[config.mk]
export PLATFORM = sky130hd
export DESIGN_NAME = spi_xact_engine
export DESIGN_NICKNAME = d
export VERILOG_FILES = /design/src/rtl/spi_xact_pkg.sv /design/src/rtl/spi_xact_regs.sv /design/src/rtl/spi_xact_sckgen.sv /design/src/rtl/spi_xact_seq.sv /design/src/rtl/spi_xact_engine.sv
export SDC_FILE = /design/constraint.sdc
export NUM_CORES = 1
export LEC_CHECK = 0
export ABC_CLOCK_PERIOD_IN_PS = 3250
export CAP_MARGIN = 40
export CORE_MARGIN = 10
export CORE_UTILIZATION = 50
export CTS_BUF_LIST = sky130_fd_sc_hd__clkbuf_16
export CTS_CLUSTER_DIAMETER = 80
export CTS_CLUSTER_SIZE = 20
export DETAILED_ROUTE_END_ITERATION = 8
export GPL_TIMING_DRIVEN = 1
export PLACE_DENSITY = 0.71
export SYNTH_ARGS = -nofsm -noshare
export SYNTH_HDL_FRONTEND = slang
export SYNTH_SLANG_ARGS = --single-unit
export TNS_END_PERCENT = 100
[constraint.sdc]
create_clock -name clk -period 3.25 [get_ports clk]
set_input_delay 0.4875 -clock clk [delete_from_list [all_inputs] [get_ports clk]]
set_output_delay 0.4875 -clock clk [all_outputs]
set_load 0.1 [all_outputs]
[src/rtl/spi_xact_pkg.sv]
package spi_xact_pkg;
   localparam int REG_W         = 32;
   localparam int LANE_W        = 8;
   localparam int LANES         = 8;

   // register byte offsets
   localparam logic [7:0] OFS_CTRL = 8'h00;
   localparam logic [7:0] OFS_CMD  = 8'h04;
   localparam logic [7:0] OFS_DATA = 8'h08;
   localparam logic [7:0] OFS_CFG  = 8'h28;
   localparam logic [7:0] OFS_SEL  = 8'h38;
   localparam logic [7:0] OFS_GAP  = 8'h3C;

   // control word fields
   localparam int CTRL_GO_BIT   = 8;
   localparam int CTRL_BUSY_BIT = 16;
   localparam int CFG_DIV_LSB   = 16;

   typedef enum logic {
      SEQ_IDLE  = 1'b0,
      SEQ_SHIFT = 1'b1
   } seq_state_t;
endpackage

[src/rtl/spi_xact_regs.sv]
module spi_xact_regs
   import spi_xact_pkg::*;
#(
   parameter int ADDR_W  = 8,
   parameter int DIV_W   = 12,
   parameter int DIV_RST = 3,
   parameter int CNT_W   = 4
) (
   input  logic              clk,
   input  logic              rst_n,
   input  logic              bus_wr,
   input  logic [ADDR_W-1:0] bus_addr,
   input  logic [REG_W-1:0]  bus_wdata,
   output logic [REG_W-1:0]  bus_rdata,
   input  logic              busy,
   input  logic              lane_we,
   input  logic [2:0]        lane_idx,
   input  logic [LANE_W-1:0] lane_val,
   output logic              go,
   output logic [CNT_W-1:0]  go_tx,
   output logic [CNT_W-1:0]  go_rx,
   output logic [REG_W-1:0]  cmd_word,
   output logic [REG_W-1:0]  data_word,
   output logic [DIV_W-1:0]  div,
   output logic              sel
);
   localparam logic [REG_W-1:0] CFG_RST = REG_W'(DIV_RST) << CFG_DIV_LSB;

   if (CNT_W != 4) begin : g_bad_cnt
      $error("spi_xact_regs: CNT_W must be 4");
   end
   if (DIV_W < 1 || DIV_W > 12) begin : g_bad_div
      $error("spi_xact_regs: DIV_W must be 1..12");
   end

   logic [2*CNT_W-1:0] cnt_q;
   logic [REG_W-1:0]   cfg_q;
   logic [REG_W-1:0]   gap_q;
   logic               hit_ctrl, hit_cmd, hit_data, hit_cfg, hit_sel, hit_gap;
   logic               wr_ok;

   assign hit_ctrl = (bus_addr == ADDR_W'(OFS_CTRL));
   assign hit_cmd  = (bus_addr == ADDR_W'(OFS_CMD));
   assign hit_data = (bus_addr == ADDR_W'(OFS_DATA));
   assign hit_cfg  = (bus_addr == ADDR_W'(OFS_CFG));
   assign hit_sel  = (bus_addr == ADDR_W'(OFS_SEL));
   assign hit_gap  = (bus_addr == ADDR_W'(OFS_GAP));
   assign wr_ok    = bus_wr && !busy;

   assign go    = wr_ok && hit_ctrl && bus_wdata[CTRL_GO_BIT];
   assign go_tx = bus_wdata[CNT_W-1:0];
   assign go_rx = bus_wdata[2*CNT_W-1:CNT_W];
   assign div   = cfg_q[CFG_DIV_LSB +: DIV_W];

   always_ff @(posedge clk or negedge rst_n) begin
      if (!rst_n) begin
         cnt_q     <= '0;
         cmd_word  <= '0;
         data_word <= '0;
         cfg_q     <= CFG_RST;
         gap_q     <= '0;
         sel       <= 1'b0;
      end else if (wr_ok) begin
         if (hit_ctrl) cnt_q     <= bus_wdata[2*CNT_W-1:0];
         if (hit_cmd)  cmd_word  <= bus_wdata;
         if (hit_data) data_word <= bus_wdata;
         if (hit_cfg)  cfg_q     <= bus_wdata;
         if (hit_sel)  sel       <= bus_wdata[0];
         if (hit_gap)  gap_q     <= bus_wdata;
      end else if (lane_we) begin
         if (lane_idx[2]) cmd_word[{lane_idx[1:0], 3'b000} +: LANE_W]  <= lane_val;
         else             data_word[{lane_idx[1:0], 3'b000} +: LANE_W] <= lane_val;
      end
   end

   always_comb begin
      bus_rdata = '0;
      if (hit_ctrl) begin
         bus_rdata[2*CNT_W-1:0]    = cnt_q;
         bus_rdata[CTRL_BUSY_BIT]  = busy;
      end else if (hit_cmd)  bus_rdata = cmd_word;
      else if (hit_data)     bus_rdata = data_word;
      else if (hit_cfg)      bus_rdata = cfg_q;
      else if (hit_sel)      bus_rdata[0] = sel;
      else if (hit_gap)      bus_rdata = gap_q;
   end

   AST_HOLD_WORDS: assert property (@(posedge clk) disable iff (!rst_n)
      (busy && !lane_we) |=> ($stable(cmd_word) && $stable(data_word)));
   AST_HOLD_CFG: assert property (@(posedge clk) disable iff (!rst_n)
      busy |=> $stable(div));
   AST_HOLD_CNT: assert property (@(posedge clk) disable iff (!rst_n)
      busy |=> $stable(cnt_q));
endmodule

[src/rtl/spi_xact_sckgen.sv]
module spi_xact_sckgen #(
   parameter int RATIO_W = 13
) (
   input  logic               clk,
   input  logic               rst_n,
   input  logic               run,
   input  logic [RATIO_W-1:0] ratio,
   output logic               rise_tick,
   output logic               fall_tick
);
   if (RATIO_W < 2) begin : g_bad_ratio
      $error("spi_xact_sckgen: RATIO_W must be at least 2");
   end

   logic [RATIO_W-1:0] cnt_q;
   logic [RATIO_W-1:0] low_len;

   // low phase takes the larger half of an odd ratio
   assign low_len   = ratio - (ratio >> 1);
   assign rise_tick = run && (cnt_q == low_len - RATIO_W'(1));
   assign fall_tick = run && (cnt_q == ratio - RATIO_W'(1));

   always_ff @(posedge clk or negedge rst_n) begin
      if (!rst_n)                  cnt_q <= '0;
      else if (!run || fall_tick)  cnt_q <= '0;
      else                         cnt_q <= cnt_q + RATIO_W'(1);
   end

   AST_TICKS_APART: assert property (@(posedge clk) disable iff (!rst_n)
      !(rise_tick && fall_tick));
   AST_CNT_BOUND: assert property (@(posedge clk) disable iff (!rst_n)
      run |-> (cnt_q < ratio));
endmodule

[src/rtl/spi_xact_seq.sv]
module spi_xact_seq
   import spi_xact_pkg::*;
#(
   parameter int BYTES   = 8,
   parameter int CNT_W   = 4,
   parameter int RATIO_W = 13
) (
   input  logic               clk,
   input  logic               rst_n,
   input  logic               go,
   input  logic [CNT_W-1:0]   go_tx,
   input  logic [CNT_W-1:0]   go_rx,
   input  logic [REG_W-1:0]   cmd_word,
   input  logic [REG_W-1:0]   data_word,
   input  logic [RATIO_W-1:0] ratio_in,
   input  logic               miso,
   input  logic               rise_tick,
   input  logic               fall_tick,
   output logic               run,
   output logic [RATIO_W-1:0] ratio,
   output logic               busy,
   output logic               sck,
   output logic               mosi,
   output logic               lane_we,
   output logic [2:0]         lane_idx,
   output logic [LANE_W-1:0]  lane_val
);
   localparam int VEC_W = BYTES * LANE_W;
   localparam int TOT_W = $clog2(2 * BYTES * LANE_W + 1);

   if (BYTES != LANES) begin : g_bad_bytes
      $error("spi_xact_seq: BYTES must equal the fixed lane count");
   end

   function automatic logic [CNT_W-1:0] clamp_cnt(input logic [CNT_W-1:0] c);
      return (c > CNT_W'(BYTES)) ? CNT_W'(BYTES) : c;
   endfunction

   seq_state_t         state_q;
   logic [TOT_W-1:0]   tx_bits_q, tot_bits_q, bidx_q, rx_pos;
   logic [VEC_W-1:0]   txv_q;
   logic [LANE_W-2:0]  rxsh_q;
   logic               in_tx;
   logic [LANE_W-1:0]  rx_byte;

   assign busy    = (state_q == SEQ_SHIFT);
   assign run     = busy && (tot_bits_q != '0);
   assign in_tx   = bidx_q < tx_bits_q;
   assign rx_pos  = bidx_q - tx_bits_q;
   assign rx_byte = {rxsh_q, miso};
   assign mosi    = (busy && in_tx) ? txv_q[VEC_W-1] : 1'b0;

   always_ff @(posedge clk or negedge rst_n) begin
      if (!rst_n) begin
         state_q    <= SEQ_IDLE;
         tx_bits_q  <= '0;
         tot_bits_q <= '0;
         bidx_q     <= '0;
         txv_q      <= '0;
         rxsh_q     <= '0;
         ratio      <= RATIO_W'(2);
         sck        <= 1'b0;
         lane_we    <= 1'b0;
         lane_idx   <= '0;
         lane_val   <= '0;
      end else begin
         lane_we <= 1'b0;
         if (!busy) begin
            if (go) begin
               state_q    <= SEQ_SHIFT;
               bidx_q     <= '0;
               sck        <= 1'b0;
               ratio      <= ratio_in;
               tx_bits_q  <= TOT_W'({clamp_cnt(go_tx), 3'b000});
               tot_bits_q <= TOT_W'({clamp_cnt(go_tx), 3'b000})
                           + TOT_W'({clamp_cnt(go_rx), 3'b000});
               txv_q      <= {cmd_word[7:0],   cmd_word[31:24],
                              cmd_word[23:16], cmd_word[15:8],
                              data_word[7:0],  data_word[15:8],
                              data_word[23:16], data_word[31:24]};
            end
         end else if (tot_bits_q == '0) begin
            state_q <= SEQ_IDLE;
         end else begin
            if (rise_tick) begin
               sck <= 1'b1;
               if (!in_tx) begin
                  rxsh_q <= rx_byte[LANE_W-2:0];
                  if (rx_pos[2:0] == 3'd7) begin
                     lane_we  <= 1'b1;
                     lane_idx <= 3'(rx_pos >> 3);
                     lane_val <= rx_byte;
                  end
               end
            end
            if (fall_tick) begin
               sck <= 1'b0;
               if (in_tx) txv_q <= txv_q << 1;
               if (bidx_q == tot_bits_q - TOT_W'(1)) state_q <= SEQ_IDLE;
               else                                  bidx_q  <= bidx_q + TOT_W'(1);
            end
         end
      end
   end

   AST_SCK_IDLE_LOW: assert property (@(posedge clk) disable iff (!rst_n)
      !busy |-> !sck);
   AST_MOSI_HELD_HIGH: assert property (@(posedge clk) disable iff (!rst_n)
      (sck && $past(sck)) |-> $stable(mosi));
   AST_ZERO_ONE_CYCLE: assert property (@(posedge clk) disable iff (!rst_n)
      (busy && !run) |=> !busy);
   AST_BIT_BOUND: assert property (@(posedge clk) disable iff (!rst_n)
      run |-> (bidx_q < tot_bits_q));
   AST_LANE_RANGE: assert property (@(posedge clk) disable iff (!rst_n)
      lane_we |-> (TOT_W'({lane_idx, 3'b000}) < tot_bits_q - tx_bits_q));
endmodule

[src/rtl/spi_xact_engine.sv]
module spi_xact_engine
   import spi_xact_pkg::*;
#(
   parameter int ADDR_W        = 8,
   parameter int DIV_W         = 12,
   parameter int DIV_RST       = 3,
   parameter bit SS_ACTIVE_LOW = 1'b1
) (
   input  logic              clk,
   input  logic              rst_n,
   input  logic              bus_wr,
   input  logic [ADDR_W-1:0] bus_addr,
   input  logic [31:0]       bus_wdata,
   output logic [31:0]       bus_rdata,
   output logic              spi_sck,
   output logic              spi_mosi,
   input  logic              spi_miso,
   output logic              spi_ss
);
   localparam int CNT_W   = 4;
   localparam int RATIO_W = DIV_W + 1;

   if (ADDR_W < 8) begin : g_bad_addr
      $error("spi_xact_engine: ADDR_W must be at least 8");
   end

   logic               busy, go, sel, run, rise_tick, fall_tick;
   logic               lane_we;
   logic [2:0]         lane_idx;
   logic [LANE_W-1:0]  lane_val;
   logic [CNT_W-1:0]   go_tx, go_rx;
   logic [REG_W-1:0]   cmd_word, data_word;
   logic [DIV_W-1:0]   div;
   logic [RATIO_W-1:0] ratio_in, ratio;

   assign ratio_in = RATIO_W'(div) + RATIO_W'(2);

   spi_xact_regs #(
      .ADDR_W(ADDR_W), .DIV_W(DIV_W), .DIV_RST(DIV_RST), .CNT_W(CNT_W)
   ) u_regs (
      .clk(clk), .rst_n(rst_n),
      .bus_wr(bus_wr), .bus_addr(bus_addr), .bus_wdata(bus_wdata), .bus_rdata(bus_rdata),
      .busy(busy), .lane_we(lane_we), .lane_idx(lane_idx), .lane_val(lane_val),
      .go(go), .go_tx(go_tx), .go_rx(go_rx),
      .cmd_word(cmd_word), .data_word(data_word), .div(div), .sel(sel)
   );

   spi_xact_sckgen #(.RATIO_W(RATIO_W)) u_sckgen (
      .clk(clk), .rst_n(rst_n), .run(run), .ratio(ratio),
      .rise_tick(rise_tick), .fall_tick(fall_tick)
   );

   spi_xact_seq #(.BYTES(LANES), .CNT_W(CNT_W), .RATIO_W(RATIO_W)) u_seq (
      .clk(clk), .rst_n(rst_n), .go(go), .go_tx(go_tx), .go_rx(go_rx),
      .cmd_word(cmd_word), .data_word(data_word), .ratio_in(ratio_in),
      .miso(spi_miso), .rise_tick(rise_tick), .fall_tick(fall_tick),
      .run(run), .ratio(ratio), .busy(busy), .sck(spi_sck), .mosi(spi_mosi),
      .lane_we(lane_we), .lane_idx(lane_idx), .lane_val(lane_val)
   );

   if (SS_ACTIVE_LOW) begin : g_ss_low
      assign spi_ss = ~sel;
   end else begin : g_ss_high
      assign spi_ss = sel;
   end

   AST_SS_STEADY: assert property (@(posedge clk) disable iff (!rst_n)
      busy |=> $stable(spi_ss));
endmodule

* Word-level counts from Yosys, hierarchy flattened
Cells that the tools add are included.
** Operators by class
- Add/subtract/negate cells :: 10
- Order comparisons :: 3
- Eq/ne operators :: 17
- Shifts and indexed selects :: 2
- Multiplexer cells :: 49
- Bitwise operators :: 4
- Reduce and logical (&&, ||, !) cells :: 28
** Operator list (count)
- $mux 32 :: 12
- $mux 64 :: 5
- $bwmux 32 :: 2
- $mux 8 :: 7
- $shift 8x7->32 const A :: 1
- $shiftx 8x7->32 :: 1
- $mux 31 :: 1
- $eq 13x13->1 :: 2
- $sub 13x1->13 const B :: 2
- $eq 8x6->1 const B :: 3
- $mux 1 :: 18
- $logic_not 8->1 :: 2
- $mux 15 :: 1
- $add 12x2->13 const B :: 1
- $add 13x1->13 const B :: 1
- $mux 13 :: 1
- $sub 13x12->13 :: 1
- $reduce_and 4->1 :: 3
- $ne 2x2->1 const B :: 5
- $reduce_and 2->1 :: 5
- $reduce_and 3->1 :: 3
- $add 7x7->8 :: 1
- $add 8x1->8 const B :: 1
- $eq 8x3->1 const B :: 1
- 18 further kinds :: 33
** Word-level totals
- Register bits after elaboration :: 268
- Logic and storage cells :: 131

* Logic depth before layout (Yosys ltp)
- Depth after elaboration :: 8
- Mapped depth :: 11
- Depth with buffers taken out :: 10

* By module
Synthesis repeated with hierarchy kept, for this count alone.
** Unflattened totals
- Cells, all modules :: 1306
- Area, all modules :: 15280.9 um^2
** Modules (own cells, without submodules)
- spi_xact_regs :: times used 1, cells an instance 584, area each 7179.4 um^2
- spi_xact_seq :: times used 1, cells an instance 463, area each 5979.5 um^2
- spi_xact_sckgen :: times used 1, cells an instance 235, area each 1946.9 um^2
- spi_xact_engine :: times used 1, cells an instance 24, area each 175.2 um^2

* Worst setup path after synthesis
OpenSTA, ideal clock, no wires.
- Kind :: input port to output port
- Start :: in bus_addr[1]
- End :: out bus_rdata[16]
- Arrival :: 3.667 ns
- Setup slack :: -0.905 ns
- Cell stages on the path :: 6
- Path buffers :: 1
- Cell sequence :: or4_4 > or2_2 > nor2_1 > clkbuf_1 > a222oi_1 > a31oi_1
** Between the ends
- Cells in the longest elaborated chain, start to end :: 7
- Elaborated cells on any way between the ends :: 12
** Ends and longest elaborated chain
- start, declared :: RTL line spi_xact_engine.sv:12 : input logic [ADDR_W-1:0] bus_addr,
- $eq 8x6->1 :: RTL line spi_xact_regs.sv:47 : assign hit_gap = (bus_addr == ADDR_W'(OFS_GAP));
- $mux 32 :: RTL line spi_xact_regs.sv:85 : else if (hit_gap) bus_rdata = gap_q;
- $mux 31 :: RTL line spi_xact_regs.sv:84 : else if (hit_sel) bus_rdata[0] = sel;
- $mux 32 :: RTL line spi_xact_regs.sv:83 : else if (hit_cfg) bus_rdata = cfg_q;
- $mux 32 :: RTL line spi_xact_regs.sv:82 : else if (hit_data) bus_rdata = data_word;
- $mux 32 :: RTL line spi_xact_regs.sv:81 : end else if (hit_cmd) bus_rdata = cmd_word;
- $mux 1 (*) :: RTL line spi_xact_regs.sv:78 : if (hit_ctrl) begin
- end, declared :: RTL line spi_xact_engine.sv:14 : output logic [31:0] bus_rdata,
Every way passes the cells marked *; elsewhere a longest branch is shown, timed or not.

* Final worst setup path
Same ends and word-level chain as after synthesis.

==> run_results.csv <==
group,metric,value,unit
yosys,synth_edf_count,0,
yosys,ys_seq_area_frac,0.470,
worst_setup_path,crit_required,2.76,ns
routing,ant_nets,0,
clocking,clk_latency,0.54,ns
die,die-width,188,µm
yosys,netlist_area,14100,µm²
grt,grt_max_degree,92,
finish,drive_gt1_frac,0.250,
die,die_h,188,µm
routing,via_per_inst,5.88,
sta,finalCriticalPeriod,3.24,ns
clocking,cts.clk_slew.worst_paths,0.09,ns
sta,tns,0,ns
grt,grt_use_total,0.208,
placed_design,portBuffers,78,
die,num_rows,61,
outcome,violations,"hold timing",
clocking,cts_sinks,265,
sta,worst_pin_slew,0.754,ns
routing,dr.pass1.iters,6,
finish,nFillCells,2201,
sta,holdWs,-0.0128,ns
yosys,avgSynthCellArea,10.9,µm²
power_and_ir_drop,p_per_area,368,nW/µm²
yosys,synth_seq_cells,265,
grt,antenna_found_initial,0,
routing,wire_per_inst,20.8,µm
worst_setup_path,arrival,2.75,ns
sta,final_max_slew_viol_count,0,
finish,fin_nets,1497,
worst_setup_path,path_class,"in2out",
power_and_ir_drop,p_total,6300,µW
yosys,syn_inst,1296,
worst_setup_path,reg2reg_depth,13,
yosys,syn_nets,1386,
die,die-area,35400,µm²
clocking,cts_tree,"built",
yosys,async_flop_share,1.00,
worst_setup_path,crit_path_start_kind,"primary input",
routing,drc,0,
die,start_util,0.507,
grt,grt_pass1_vias,10900,
sta,hold_viol_final,7,
placed_design,hpwlAfterDp,26200,µm
finish,antenna_cells,0,
power_and_ir_drop,p_leak,0.00810,µW
sta,rsz0062_at_grt,"yes",
sta,max_freq,309,MHz
clocking,cts_buffer_depth,3,
grt,grt_overflow_total,0,
clocking,cts_root_buf,"clkbuf_16",
worst_setup_path,r2r_start,"u_seq.ratio[1]",
placed_design,gp_congestion,0.896,
sta,slew_headroom,0.497,
routing,routed_wl,37400,µm
clocking,cts_made_buffers,18,
min_path,min_path_type,"in2async",
worst_setup_path,r2r_setup_slack,0.07,ns
outcome,status,"finished, violations left",
yosys,yosys_warnings,0,
die,core,27900,µm²
worst_setup_path,crit_fanout,3,
power_and_ir_drop,ir_drop,0.342,mV
routing,dr.first_iter.drc_count,1079,
grt,grt_pass1_wl,60300,µm
sta,fin_skew,0.0386,ns
routing,vias,10600,
clocking,htree_levels,1,
sta,period_share,0.996,
die,ios,79,
yosys,synth_cell_types,79,
sta,setup_viol_count_final,0,
worst_setup_path,reg2reg_to,"u_seq.lane_val[0]",
flow_run,drv_cap,0,
worst_setup_path,crit_path_end_kind,"output pin",
finish,synthToLayoutAreaGrowth,21.2,%
yosys,synth_ff_type,"dfrtp_1",
==> sequential cells by signal, summed over array words and instances, names as in the netlist, 13 cells and up <==
name and cells:
u_regs.data_word 32, u_sckgen.cnt_q 13, u_regs.gap_q 32, u_seq.txv_q 64
u_regs.cfg_q 32, u_seq.ratio 13, u_regs.cmd_word 32
==> how the worst max path moves through the flow <==
stage                   startpoint  slack [ns]  cells past startpoint           endpoint
floorplan              bus_addr[1]       -0.05                      6       bus_rdata[0]
CTS                 u_seq.ratio[1]       -0.01                     14  u_seq.lane_val[7]
global placement       bus_addr[1]       -0.04                      8      bus_rdata[16]
detailed placement  u_seq.ratio[1]       -0.08                     12  u_seq.lane_val[0]
finish                 bus_addr[1]        0.01                      8      bus_rdata[16]
global route        u_seq.ratio[1]       -0.05                     13  u_seq.lane_val[0]
==> layout make-up <==
| class | instances | area (µm²) | area share |
|---|---|---|---|
| tap | 378 | 473 | 0.0276 |
| sequential | 265 | 6640 | 0.388 |
| inverter | 43 | 161 | 0.00943 |
| clock inverter | 13 | 124 | 0.00724 |
| multi-input combinational | 924 | 7390 | 0.432 |
| clock buffer | 18 | 450 | 0.0263 |
| timing repair buffer | 155 | 1880 | 0.110 |
==> cells by family after synthesis <==
group	share of synthesized area
AO/OA/AOI/OAI	0.119
XOR/XNOR	0.0413
AND/OR/NAND/NOR	0.119
flip-flops	0.470
buffers and inverters	0.0317
multiplexers	0.177
adder cells (fa/ha/maj)	0.0424
==> worst max-delay path, cell delays in order <==
cell and delay [ns]:
clkdlybuf4s50_1 0.40, or4_4 0.58, or2_4 0.29, nor3_4 0.24, buf_4 0.19, nand2_1 0.08
a31oi_4 0.27, buf_12 0.21
==> Yosys cell counts (4+ instances only) <==
library cell | number | share of area
nand2b_1 | 12 | 0.0053
o21ai_1 | 5 | 0.0018
a31oi_1 | 9 | 0.0040
nor2_1 | 98 | 0.026
a22oi_1 | 34 | 0.018
xor2_1 | 24 | 0.015
xnor2_1 | 38 | 0.024
o21ai_0 | 36 | 0.013
nand2_1 | 126 | 0.033
mux2_1 | 77 | 0.061
inv_1 | 43 | 0.011
buf_2 | 7 | 0.0025
a21oi_1 | 80 | 0.028
mux2_2 | 139 | 0.11
nor3_1 | 10 | 0.0035
nand3_1 | 20 | 0.0071
ha_1 | 43 | 0.038
a222oi_1 | 30 | 0.021
clkbuf_1 | 44 | 0.012
nand4_1 | 6 | 0.0027
buf_1 | 4 | 0.0011
mux2i_1 | 6 | 0.0043
nor4_1 | 8 | 0.0035
and2_1 | 4 | 0.0018
or4_1 | 4 | 0.0021
and3_1 | 15 | 0.0066
buf_4 | 8 | 0.0043
a21o_1 | 5 | 0.0027
or3_1 | 6 | 0.0027
dfrtp_1 | 262 | 0.46
o21a_1 | 4 | 0.0021
nor2b_1 | 17 | 0.0075
==> what timing repair did <==
action | in CTS | in global routing
hold buffers | 0 | 0
gates resized for setup | 21 | 45
buffers inserted | 6 | 2
setup endpoints to repair | 27 | 42
gates cloned | 1 | 1
pin swaps | 8 | 11
==> where the power goes <==
part	total [µW]	switching [µW]	internal, µW	leakage, µW
Clock	2340	1210	1130	0.000304
Sequential	3430	89.7	3340	0.00362
Combinational	531	291	240	0.00417
==> layout by cell type, fill, tap and decap left out, types with 7 or more instances in the layout <==
cell type        synthesis  layout
clkbuf_16                0      19
mux2_2                 139     138
ha_1                    43      39
nand2b_1                12      11
buf_4                    8      59
and3_1                  15      15
a21oi_1                 80      78
dfrtp_1                262     261
nor2b_1                 17      13
nand2_1                126     119
inv_1                   43      47
clkdlybuf4s50_1          0      42
o21ai_0                 36      36
xnor2_1                 38      38
a22oi_1                 34      34
nand2_2                  0       7
nor2_1                  98      97
mux2_4                   0      15
nor3_1                  10       9
buf_6                    1       7
a222oi_1                30      30
buf_12                   0      44
a31oi_4                  0       7
mux2_1                  77      63
nand3_1                 20      20
nor4_1                   8       8
xor2_1                  24      24
==> metal layers <==
layer  global-route usage  share of wire
met5                    0              0
met4               0.0520          0.023
met3               0.0327          0.055
met2                0.350           0.49
met1                0.273           0.43
==> per-stage QoR <==
stage          setup slack, ns  utilization  area (µm²)  cells
6_report                0.0138        0.614       17100   1796
5_1_grt                -0.0464        0.614       17100   1796
4_1_cts               -0.00953        0.607       16900   1793
3_5_place_dp           -0.0777        0.581       16200   1755
3_3_place_gp           -0.0446        0.581       16200   1755
2_1_floorplan          -0.0518            -       14200   1296
Power figures use the tool's default switching activity.
